$ cat config.mk
export PLATFORM = sky130hd
export DESIGN_NAME = dma_unit_sequencer
export DESIGN_NICKNAME = d
export VERILOG_FILES = /design/src/rtl/dma_seq_pkg.sv /design/src/rtl/seq_wrap_counter.sv /design/src/rtl/seq_irq_select.sv /design/src/rtl/dma_unit_sequencer.sv
export SDC_FILE = /design/constraint.sdc
export NUM_CORES = 1
export LEC_CHECK = 0
export ABC_AREA = 1
export BUFFER_PORTS_ARGS = -buffer_cell sky130_fd_sc_hd__clkbuf_2
export CAP_MARGIN = 20
export CORE_MARGIN = 5
export CORE_UTILIZATION = 51
export CTS_CLUSTER_DIAMETER = 80
export DETAILED_ROUTE_END_ITERATION = 8
export PLACE_DENSITY = 0.77
export SLEW_MARGIN = 5
export SYNTH_ARGS = -nofsm -noshare
export SYNTH_HDL_FRONTEND = slang
export SYNTH_SLANG_ARGS = --single-unit
$ cat constraint.sdc
create_clock -name clk -period 1.8 [get_ports clk]
set_input_delay 0.36 -clock clk [delete_from_list [all_inputs] [get_ports clk]]
set_output_delay 0.36 -clock clk [all_outputs]
set_load 0.02 [all_outputs]
$ cat src/rtl/dma_seq_pkg.sv
`timescale 1ns/1ps
package dma_seq_pkg;

    localparam int unsigned IRQ_W        = 4;
    localparam int unsigned IRQ_CODE_MAX = 8;

    typedef enum logic [1:0] {
        RQ_FRAG  = 2'd0,
        RQ_BLOCK = 2'd1,
        RQ_TRANS = 2'd2,
        RQ_LIST  = 2'd3
    } req_mode_e;

    localparam logic [IRQ_W-1:0] IRQ_NONE       = 4'd0;
    localparam logic [IRQ_W-1:0] IRQ_FRAG       = 4'd1;
    localparam logic [IRQ_W-1:0] IRQ_BLK        = 4'd2;
    localparam logic [IRQ_W-1:0] IRQ_BLK_FRAG   = 4'd3;
    localparam logic [IRQ_W-1:0] IRQ_TRANS      = 4'd4;
    localparam logic [IRQ_W-1:0] IRQ_TRANS_FRAG = 4'd5;
    localparam logic [IRQ_W-1:0] IRQ_TRANS_BLK  = 4'd6;
    localparam logic [IRQ_W-1:0] IRQ_LIST       = 4'd7;
    localparam logic [IRQ_W-1:0] IRQ_CFG_ERR    = 4'd8;

    typedef struct packed {
        logic busy;
        logic pending;
        logic frag_start;
        logic frag_done;
        logic blk_done;
        logic trans_done;
        logic list_done;
        logic irq;
    } seq_state_t;

endpackage

$ cat src/rtl/seq_wrap_counter.sv
`timescale 1ns/1ps
module seq_wrap_counter #(
    parameter int unsigned W = 8
) (
    input  logic         clk,
    input  logic         rst_n,
    input  logic         step,
    input  logic         clear,
    input  logic [W-1:0] limit,
    output logic         last
);
    logic [W-1:0] cnt_d, cnt_q;

    assign last = (cnt_q == (limit - 1'b1));

    always_comb begin
        cnt_d = cnt_q;
        if (clear) begin
            cnt_d = '0;
        end else if (step) begin
            cnt_d = last ? '0 : cnt_q + 1'b1;
        end
    end

    always_ff @(posedge clk) begin
        if (!rst_n) cnt_q <= '0;
        else        cnt_q <= cnt_d;
    end
endmodule

$ cat src/rtl/seq_irq_select.sv
`timescale 1ns/1ps
module seq_irq_select
    import dma_seq_pkg::*;
(
    input  logic [IRQ_W-1:0] irq_type,
    input  logic             ev_frag,
    input  logic             ev_blk,
    input  logic             ev_trans,
    input  logic             ev_list,
    output logic             hit
);
    always_comb begin
        unique case (irq_type)
            IRQ_FRAG:       hit = ev_frag;
            IRQ_BLK:        hit = ev_blk;
            IRQ_BLK_FRAG:   hit = ev_blk | ev_frag;
            IRQ_TRANS:      hit = ev_trans;
            IRQ_TRANS_FRAG: hit = ev_trans | ev_frag;
            IRQ_TRANS_BLK:  hit = ev_trans | ev_blk;
            IRQ_LIST:       hit = ev_list;
            default:        hit = 1'b0;
        endcase
    end
endmodule

$ cat src/rtl/dma_unit_sequencer.sv
`timescale 1ns/1ps
module dma_unit_sequencer
    import dma_seq_pkg::*;
#(
    parameter int unsigned FRAG_W = 8,
    parameter int unsigned BLK_W  = 8
) (
    input  logic              clk,
    input  logic              rst_n,
    input  logic              hw_req,
    input  logic              frag_ack,
    input  logic              irq_clr,
    input  logic [FRAG_W-1:0] cfg_frag_cnt,
    input  logic [BLK_W-1:0]  cfg_blk_cnt,
    input  logic [1:0]        cfg_req_mode,
    input  logic [IRQ_W-1:0]  cfg_irq_type,
    output logic              frag_start,
    output logic              frag_done,
    output logic              blk_done,
    output logic              trans_done,
    output logic              list_done,
    output logic              irq
);
    seq_state_t st_d, st_q;

    logic cfg_ok, start_req, start_ok, cfg_fault;
    logic ack_ok, ev_blk, ev_trans, ev_list, unit_end;
    logic frag_last, blk_last, irq_hit;

    // Hierarchy position: fragment index inside the block, block index inside the transaction
    seq_wrap_counter #(.W(FRAG_W)) u_frag_cnt (
        .clk   (clk),
        .rst_n (rst_n),
        .step  (ack_ok),
        .clear (cfg_fault),
        .limit (cfg_frag_cnt),
        .last  (frag_last)
    );

    seq_wrap_counter #(.W(BLK_W)) u_blk_cnt (
        .clk   (clk),
        .rst_n (rst_n),
        .step  (ack_ok & frag_last),
        .clear (cfg_fault),
        .limit (cfg_blk_cnt),
        .last  (blk_last)
    );

    seq_irq_select u_irq_sel (
        .irq_type (cfg_irq_type),
        .ev_frag  (ack_ok),
        .ev_blk   (ev_blk),
        .ev_trans (ev_trans),
        .ev_list  (ev_list),
        .hit      (irq_hit)
    );

    always_comb begin
        cfg_ok    = (cfg_frag_cnt != '0) && (cfg_blk_cnt != '0)
                    && (cfg_irq_type <= IRQ_W'(IRQ_CODE_MAX));
        // a fragment issued in this cycle cannot complete in this cycle
        ack_ok    = st_q.busy && !st_q.frag_start && frag_ack;
        ev_blk    = ack_ok && frag_last;
        ev_trans  = ev_blk && blk_last;
        ev_list   = ev_trans && (cfg_req_mode == RQ_LIST);

        unique case (cfg_req_mode)
            RQ_FRAG:  unit_end = ack_ok;
            RQ_BLOCK: unit_end = ev_blk;
            default:  unit_end = ev_trans;
        endcase

        start_req = !st_q.busy && (hw_req || st_q.pending);
        start_ok  = start_req && cfg_ok;
        cfg_fault = start_req && !cfg_ok;

        st_d            = st_q;
        st_d.busy       = st_q.busy ? !unit_end : start_ok;
        st_d.pending    = st_q.busy ? (st_q.pending || hw_req) : 1'b0;
        st_d.frag_start = start_ok || (ack_ok && !unit_end);
        st_d.frag_done  = ack_ok;
        st_d.blk_done   = ev_blk;
        st_d.trans_done = ev_trans;
        st_d.list_done  = ev_list;
        st_d.irq        = (st_q.irq && !irq_clr) || irq_hit || cfg_fault;
    end

    always_ff @(posedge clk) begin
        if (!rst_n) st_q <= '0;
        else        st_q <= st_d;
    end

    assign frag_start = st_q.frag_start;
    assign frag_done  = st_q.frag_done;
    assign blk_done   = st_q.blk_done;
    assign trans_done = st_q.trans_done;
    assign list_done  = st_q.list_done;
    assign irq        = st_q.irq;

    // ---------------- assertions ----------------
    assert_blk_has_frag_R6: assert property (@(posedge clk) disable iff (!rst_n)
        blk_done |-> frag_done);

    assert_trans_has_blk_R6: assert property (@(posedge clk) disable iff (!rst_n)
        trans_done |-> blk_done);

    assert_list_only_list_mode_R5: assert property (@(posedge clk) disable iff (!rst_n)
        list_done |-> (trans_done && cfg_req_mode == RQ_LIST));

    assert_irq_sticky_R10: assert property (@(posedge clk) disable iff (!rst_n)
        (irq && !irq_clr) |=> irq);

    assert_no_back_to_back_done_R11: assert property (@(posedge clk) disable iff (!rst_n)
        frag_done |=> !frag_done);

    assert_bad_cfg_no_start_R8: assert property (@(posedge clk) disable iff (!rst_n)
        (!st_q.busy && hw_req && (cfg_frag_cnt == '0 || cfg_blk_cnt == '0))
        |=> (!frag_start && irq));
endmodule

==> results of run 1 <==
[area by class of cell]
class,instances,area [µm²],area share
Tap cell,48,60.1,0.0257
Multi-Input combinational cell,228,1250,0.533
Inverter,45,179,0.0765
Timing Repair inverter,1,6.26,0.00268
Sequential cell,24,485,0.208
Timing Repair Buffer,51,319,0.136
Clock buffer,3,41.3,0.0177
[critical path: stages]
cell and delay (ps):
sky130_fd_sc_hd__buf_6 90, sky130_fd_sc_hd__buf_4 130, sky130_fd_sc_hd__nor3_4 240, sky130_fd_sc_hd__nand2_1 100, sky130_fd_sc_hd__nand2_1 70, sky130_fd_sc_hd__nand3b_1 90, sky130_fd_sc_hd__nor2_2 160, sky130_fd_sc_hd__nand3_4 140
sky130_fd_sc_hd__nor2_8 200, sky130_fd_sc_hd__buf_4 140, sky130_fd_sc_hd__nand3b_1 70, sky130_fd_sc_hd__a21oi_1 120
[cell usage after synthesis]
| library cell | instances |
|---|---|
| sky130_fd_sc_hd__nor2_2 | 3 |
| sky130_fd_sc_hd__inv_2 | 2 |
| sky130_fd_sc_hd__or2_2 | 1 |
| sky130_fd_sc_hd__nor4_1 | 1 |
| sky130_fd_sc_hd__nor2_8 | 1 |
| sky130_fd_sc_hd__or2_1 | 1 |
| sky130_fd_sc_hd__and2_1 | 1 |
| sky130_fd_sc_hd__buf_2 | 1 |
| sky130_fd_sc_hd__nand4_1 | 11 |
| sky130_fd_sc_hd__clkbuf_2 | 2 |
| sky130_fd_sc_hd__a21oi_1 | 11 |
| sky130_fd_sc_hd__nor3_1 | 4 |
| sky130_fd_sc_hd__or3_1 | 1 |
| sky130_fd_sc_hd__nand3_4 | 1 |
| sky130_fd_sc_hd__inv_8 | 1 |
| sky130_fd_sc_hd__xor2_2 | 1 |
| sky130_fd_sc_hd__o211a_1 | 1 |
| sky130_fd_sc_hd__nand2_8 | 1 |
| sky130_fd_sc_hd__xnor2_1 | 6 |
| sky130_fd_sc_hd__inv_4 | 1 |
| sky130_fd_sc_hd__nand3b_1 | 7 |
| sky130_fd_sc_hd__o21ai_0 | 6 |
| sky130_fd_sc_hd__ha_1 | 6 |
| sky130_fd_sc_hd__xor2_1 | 11 |
| sky130_fd_sc_hd__nand2_1 | 90 |
| sky130_fd_sc_hd__dfxtp_1 | 24 |
| sky130_fd_sc_hd__nor2_4 | 1 |
| sky130_fd_sc_hd__inv_1 | 41 |
| sky130_fd_sc_hd__nand3_1 | 17 |
| sky130_fd_sc_hd__nor3_4 | 1 |
| sky130_fd_sc_hd__nor2_1 | 43 |
| sky130_fd_sc_hd__clkbuf_1 | 1 |
[power by group]
part	internal (W)	leakage (nW)	switching, W	total (W)
sequential	0.000542	0.196	0.00000766	0.000549
clock	0.000149	0.0216	0.000157	0.000306
combinational	0.000114	0.973	0.000148	0.000262
total	0.000805	1.19	0.000312	0.00112
[stage by stage]
stage / setup TNS, ps / hold slack (ps) / instances
2_1_floorplan: 0 / 422 / 300
3_3_place_gp: -2140 / 439 / 393
3_5_place_dp: -3540 / 442 / 393
4_1_cts: 0 / 323 / 396
5_1_grt: -6.89 / 362 / 400
6_report: 0 / 317 / 400
[timing repair]
item	4_1_cts	5_1_grt
setup buffers	0	3
resized for setup	0	15
hold buffers	0	0
endpoints found under the setup margin	0	10
[registers in the layout, summed over array words and instances, names as in the netlist]
name              count
irq                   1
frag_start            1
st_q                  2
trans_done            1
u_blk_cnt.cnt_q       8
u_frag_cnt.cnt_q      8
blk_done              1
frag_done             1
list_done             1
[cells in the final DEF, fill, tap and decap left out, types with 5 or more instances in the layout]
| cell type | instances |
|---|---|
| sky130_fd_sc_hd__nor2_1 | 41 |
| sky130_fd_sc_hd__inv_2 | 6 |
| sky130_fd_sc_hd__o21ai_0 | 6 |
| sky130_fd_sc_hd__dfxtp_1 | 20 |
| sky130_fd_sc_hd__nand2_1 | 90 |
| sky130_fd_sc_hd__inv_1 | 37 |
| sky130_fd_sc_hd__a21oi_1 | 11 |
| sky130_fd_sc_hd__xnor2_1 | 6 |
| sky130_fd_sc_hd__buf_4 | 18 |
| sky130_fd_sc_hd__nand3_1 | 15 |
| sky130_fd_sc_hd__nand3b_1 | 7 |
| sky130_fd_sc_hd__nand4_1 | 11 |
| sky130_fd_sc_hd__nor2_2 | 5 |
| sky130_fd_sc_hd__xor2_1 | 11 |
| sky130_fd_sc_hd__clkbuf_2 | 30 |
[routing by layer]
layer	vias up	track usage	routed length, µm
met3	6	0.0270	215
met4	0	0.0522	59
li1	1043	-	-
met5	-	0	0
met1	869	0.244	2120
met2	52	0.304	2110
[worst min path at each step]
stage | slack [ps] | endpoint | depth (start not counted) | startpoint
2_1_floorplan | 420 | st_q[6] | 2 | st_q[6]
3_3_place_gp | 440 | st_q[6] | 2 | st_q[6]
3_5_place_dp | 440 | st_q[6] | 2 | st_q[6]
4_1_cts | 320 | st_q[6] | 3 | hw_req
5_1_grt | 360 | st_q[6] | 3 | hw_req
6_report | 320 | st_q[6] | 3 | hw_req
[cells by family after synthesis]
| kind of cell | share of synthesized area |
|---|---|
| buf+inv | 0.105 |
| simple gates | 0.459 |
| compound gates | 0.0507 |
| xor+xnor | 0.0881 |
| flops | 0.256 |
| fa+ha+maj | 0.0401 |
==> run summary, run 1 <==
The initial antenna violation count is 0. The number of different library cells used by synthesis comes to 32. The clock reaches the later pin of the worst-skew pair after 260 ps.

The run finished with clean final reports. In this run the critical register-to-register path is captured at u_blk_cnt.cnt_q[5]. The total number of clock tree sinks is 24. The routed design has 4510 µm of wire. The peak ir drop on the vdd network is 0.445 mV. The tightest min-delay check is of the in -> reg type.

The number of buffers inserted during clock tree synthesis came out at 3. The number of global-route vias before repair is 1770. For the worst flop-to-flop path, the logic depth is 11. The clock root buffer master is sky130_fd_sc_hd__clkbuf_8. The antenna diode instance count is 0.

The aggregate global-route resource usage came out at 0.182. The ratio of cells with drive above 1 in the final layout came out at 0.239. The maximum clock path buffer count came out at 2. For this design the static power due to leakage is 1.19 nW. Across the run, the number of max-cap violations was 0.

At the end of the flow the core is filled with cells to 0.649. The number of max-slew violations in the final report came out at 0. The pre-CTS setup slack is -251 ps.

The first element of the critical path is cfg_frag_cnt[1]. The first detailed-routing pass took 4 iterations. The synthesized cell area came out at 1870 µm². The number of cell rows is 22. sky130_fd_sc_hd__dfxtp_1 takes more of the synthesized area than any other cell. The wire length of the first global-routing pass came out at 7530 µm. The total half-perimeter wirelength after legalization and detailed placement is 3630 µm. The worst setup path is of the in -> reg kind. The number of nets with antenna violations after routing came out at 0. The total die area came out at 4990 µm². Data arrives at the worst endpoint at 1930 ps. The synthesized area per cell is 6.25 µm². The floorplan step set the die height to 70.6 µm.

The routed length per placed instance came out at 11.3 µm. The total power divided by cell area is 478 nW/µm². STA classifies the critical path endpoint as a register. The worst setup path endpoint is u_blk_cnt.cnt_q[5]. The remaining routing DRC violations came out at 0. The final total power is 0.00112 W. The number of primary I/O pins is 33. The largest fanout on the critical path is 6. The proportion of netlist area held by the largest area contributor is 0.256. The number of storage elements in the synthesis netlist came out at 24. The number of nets in the layout came out at 387. The number of fill cells is 348. The final cycle utilization of the critical path is 0.962.

The worst pin sits at a relative slew slack of 0.747. After detailed placement, the total cell area comes to 2220 µm². The violation count after the first detailed-routing iteration came out at 78. Across all setup checks in the final design, the least slack found is 68.0 ps.

The die width came out at 70.6 µm. After global routing the overflow that remains totals 0. The worst setup path is launched from a primary input. The count of buffers inserted at the top-level ports came out at 32. The sequential-to-total area share from yosys stat is 0.256. The number of failing setup endpoints in the final timing report came out at 0. The highest attainable clock frequency came out at 577 MHz. The clock tree skew after final layout came out at 8.13 ps.

The initial core utilization came out at 0.520. In this run the register-to-register setup slack is 120 ps. The transition time at the pin with the least slew margin came out at 379 ps. In this run the number of H-tree levels came out at 1.

The gate count of the mapped netlist came out at 300. Clock-pin slew was measured on the worst setup and hold paths at 80 ps. The total via count in the routed design came out at 1970. The maximum number of pins on one net before global-route repair is 13. The final design instance area without fill came out at 2340 µm². The standard cell core area came out at 3610 µm². At the worst endpoint, the required time is 1990 ps. The CTS tree is done. Counting every net in the synthesized netlist gives 333. The number of vias per cell after detailed routing is 4.93. The count of yosys warnings during synthesis is 0. The global placer's final weighted congestion came out at 0.896. The final-report hold violation count came out at 0. Compared with the post-synthesis result, the final layout area differs by 24.8%. After synthesis, the cell types taking the most area are sky130_fd_sc_hd__dfxtp_1, sky130_fd_sc_hd__nand2_1, sky130_fd_sc_hd__nor2_1, sky130_fd_sc_hd__inv_1, sky130_fd_sc_hd__xor2_1. For the finished layout, the period the worst path requires is 1730 ps. The startpoint identified for the worst register-to-register timing path is u_frag_cnt.cnt_q[0].
No activity file was read; power rests on OpenSTA's default activity.
==> inputs of run 2 (changes only) <==
--- a/config.mk
+++ b/config.mk
@@ -6,13 +6,13 @@
 export NUM_CORES = 1
 export LEC_CHECK = 0
 export ABC_AREA = 1
-export BUFFER_PORTS_ARGS = -buffer_cell sky130_fd_sc_hd__clkbuf_2
+export BUFFER_PORTS_ARGS = -buffer_cell sky130_fd_sc_hd__buf_4
 export CAP_MARGIN = 20
 export CORE_MARGIN = 5
 export CORE_UTILIZATION = 51
 export CTS_CLUSTER_DIAMETER = 80
 export DETAILED_ROUTE_END_ITERATION = 8
-export PLACE_DENSITY = 0.77
+export PLACE_DENSITY = 0.8
 export SLEW_MARGIN = 5
 export SYNTH_ARGS = -nofsm -noshare
 export SYNTH_HDL_FRONTEND = slang
==> run 2 against run 1 <==
  * Largest power group unchanged
  * Flip-flop and latch count unchanged
  * Critical endpoint is now u_blk_cnt.cnt_q[3]
  * Power increased by 5.7%
  * Non-clock buffer count is 1 lower
  * Utilization is 1.6 points higher
  * Combinational power rose by 5%
==> run summary, run 2 (synthesis gave the netlist of run 1 again) <==
The run finished with clean final reports. The antenna diode instance count is 0 (unchanged). The count of buffers inserted at the top-level ports is 32 (unchanged).

The classification of the worst setup path is in -> reg. The floorplan die height is 70.6 µm (unchanged). The library cells used most frequently in the layout, excluding fill and tap cells, are sky130_fd_sc_hd__nand2_1, sky130_fd_sc_hd__buf_4, sky130_fd_sc_hd__nor2_1. The tightest slew margin relative to the limit is 0.741 (-0.00621). The largest registers in the layout are u_blk_cnt.cnt_q (8), u_frag_cnt.cnt_q (8), st_q (2).

The total die area came out at 4990 µm² (unchanged). The routed length per placed instance came out at 11.7 µm (+3.9%). In this run the worst setup path begins at cfg_frag_cnt[0]. The ratio of cells with drive above 1 in the final layout came out at 0.214 (-0.0250).

The CTS tree is done. The register-to-register path setup slack came out at 120 ps (about the same). The number of max-cap violations is 0 (unchanged). The final-report hold violation count was 0 (unchanged). The maximum clock path buffer count came out at 2 (unchanged). The final design instance area without fill is 2400 µm² (+2.5%). The number of nets in the layout came to 385 (-0.52%). The global placer's final weighted congestion is 0.865 (-3.4%). The clock tree skew after final layout is 3.54 ps (-4.60 ps). The peak ir drop on the vdd network came out at 0.607 mV (+36%). The total via count in the routed design is 1968 (-0.10%). The total detailed-routing wirelength was 4670 µm (+3.6%). The total half-perimeter wirelength after legalization and detailed placement came to 3650 µm (+0.55%). The worst path arrival time is 1900 ps (-30 ps).

The number of global-route vias before repair came out at 1892 (+6.9%). The final cycle utilization of the critical path is 0.949 (-0.0131). The initial core utilization is 0.520 (unchanged).

The library cell used most frequently in the layout, excluding fill and tap cells, is sky130_fd_sc_hd__nand2_1. The clock root buffer master is sky130_fd_sc_hd__clkbuf_8. The number of failing setup endpoints in the final timing report is 0 (unchanged).

The shortest clock period the worst path allows after layout came out at 1710 ps (-23.7 ps). The number of vias per cell after detailed routing is 4.93 (+0.15%). The largest fanout on the critical path is 5 (-1). The worst setup path is launched from a primary input. The transition time at the pin with the least slew margin is 388 ps (+9.31 ps). The number of max-slew violations in the final report came out at 0 (unchanged). The worst-skew pair later-pin latency is 260 ps (about the same). The total number of clock tree sinks is 24 (unchanged). The growth of design area from synthesis to finish is 27.9%. The placement-stage cell area came out at 2300 µm² (+3.8%). The final cell count without fillers is 399 (-0.25%). The initial antenna violation count was 0 (unchanged).

The data required time at the worst endpoint came out at 1990 ps (about the same). The cell total after placement came out at 392 (-0.25%). The total power divided by cell area is 493 nW/µm² (+3.1%). The worst register-to-register path begins at u_frag_cnt.cnt_q[1]. The highest attainable clock frequency came to 585 MHz (+1.4%). The worst hold path begins at hw_req. The remaining routing DRC violations is 0 (unchanged). The aggregate global-route resource usage is 0.183 (+0.000828). The maximum number of pins on one net before global-route repair came to 14 (+1). The number of cell rows came out at 22 (unchanged). The clock transition at the registers of the reported paths is 80 ps (about the same). The violation count after the first detailed-routing iteration came out at 73 (-6.4%).

The level count of the clock H-tree came to 1 (unchanged). The die width came to 70.6 µm (unchanged). The wire length of the first global-routing pass is 7710 µm (+2.4%).

The number of buffers inserted during clock tree synthesis came out at 3 (unchanged). The tightest min-delay check is of the in -> reg type. The number of nets with antenna violations after routing came out at 0 (unchanged). The first-pass iteration count of the detailed router is 4 (unchanged). The number of primary I/O pins was 33 (unchanged). The static leakage came out at 1.21 nW (+2.0%). The final total power came out at 0.00118 W (+5.7%). The standard cell core area came out at 3610 µm² (unchanged). The critical path capture point type is a register.

The global-route congestion overflow total is 0 (unchanged).
run 2: cell count changes in the layout (fill, tap and decap cells not counted), moves of 4 or more:
cell                       before  now
sky130_fd_sc_hd__buf_4         18   48
sky130_fd_sc_hd__clkbuf_2      30    0
sky130_fd_sc_hd__dfxtp_1       20   24
sky130_fd_sc_hd__dfxtp_2        4    0
run 2: cell type report:
class / instances / area [µm²]
Clock buffer: 4 / 55.1
Fill cell: 333 / 1210
Inverter: 45 / 179
Multi-Input combinational cell: 228 / 1230
Sequential cell: 24 / 480
Tap cell: 48 / 60.1
Timing Repair Buffer: 50 / 392
run 2: worst max-delay path: stages:
cell	delay [ps]
sky130_fd_sc_hd__buf_4	100
sky130_fd_sc_hd__inv_2	50
sky130_fd_sc_hd__ha_4	250
sky130_fd_sc_hd__or2_2	100
sky130_fd_sc_hd__nand3_1	70
sky130_fd_sc_hd__nand3b_1	160
sky130_fd_sc_hd__nor2_2	150
sky130_fd_sc_hd__nand3_4	120
sky130_fd_sc_hd__buf_6	150
sky130_fd_sc_hd__nor2_4	130
sky130_fd_sc_hd__nand4_1	100
sky130_fd_sc_hd__a21oi_1	150
run 2: worst paths after layout:
kind | end | cells after the start
setup / recovery | u_blk_cnt.cnt_q[3] | 12
hold / removal | st_q[6] | 3
setup reg to reg | u_blk_cnt.cnt_q[3] | 9
hold reg to reg | st_q[6] | 2
run 2: power breakdown:
| part | switching, W | internal [W] |
|---|---|---|
| sequential | 0.00000797 | 0.000541 |
| combinational | 0.000147 | 0.000129 |
| clock | 0.000161 | 0.000195 |
| total | 0.000316 | 0.000865 |
run 2: what timing repair did:
action                     CTS  global route
hold endpoints to repair     0             0
gates resized for setup      0             7
hold buffers                 0             0
setup endpoints to repair    0            14
setup buffers                0             2
run 2: routing by layer:
metal | GRT usage | routed length [µm] | vias to the layer above | part of all wire
met5 | 0 | 0 | - | 0
met2 | 0.313 | 2200 | 49 | 0.47
met3 | 0.0369 | 288 | 10 | 0.062
li1 | - | - | 1044 | -
met1 | 0.232 | 2090 | 865 | 0.45
met4 | 0.0543 | 89 | 0 | 0.019
run 2: metrics by stage:
stage	setup WS (ps)	setup TNS, ps	utilization	hold WS (ps)
global placement	-170	-2350	0.638	436
floorplan	8.25	0	-	422
CTS	41.4	0	0.653	320
detailed placement	-236	-3000	0.638	446
global route	-16.2	-17.6	0.665	340
finish	91.6	0	0.665	324
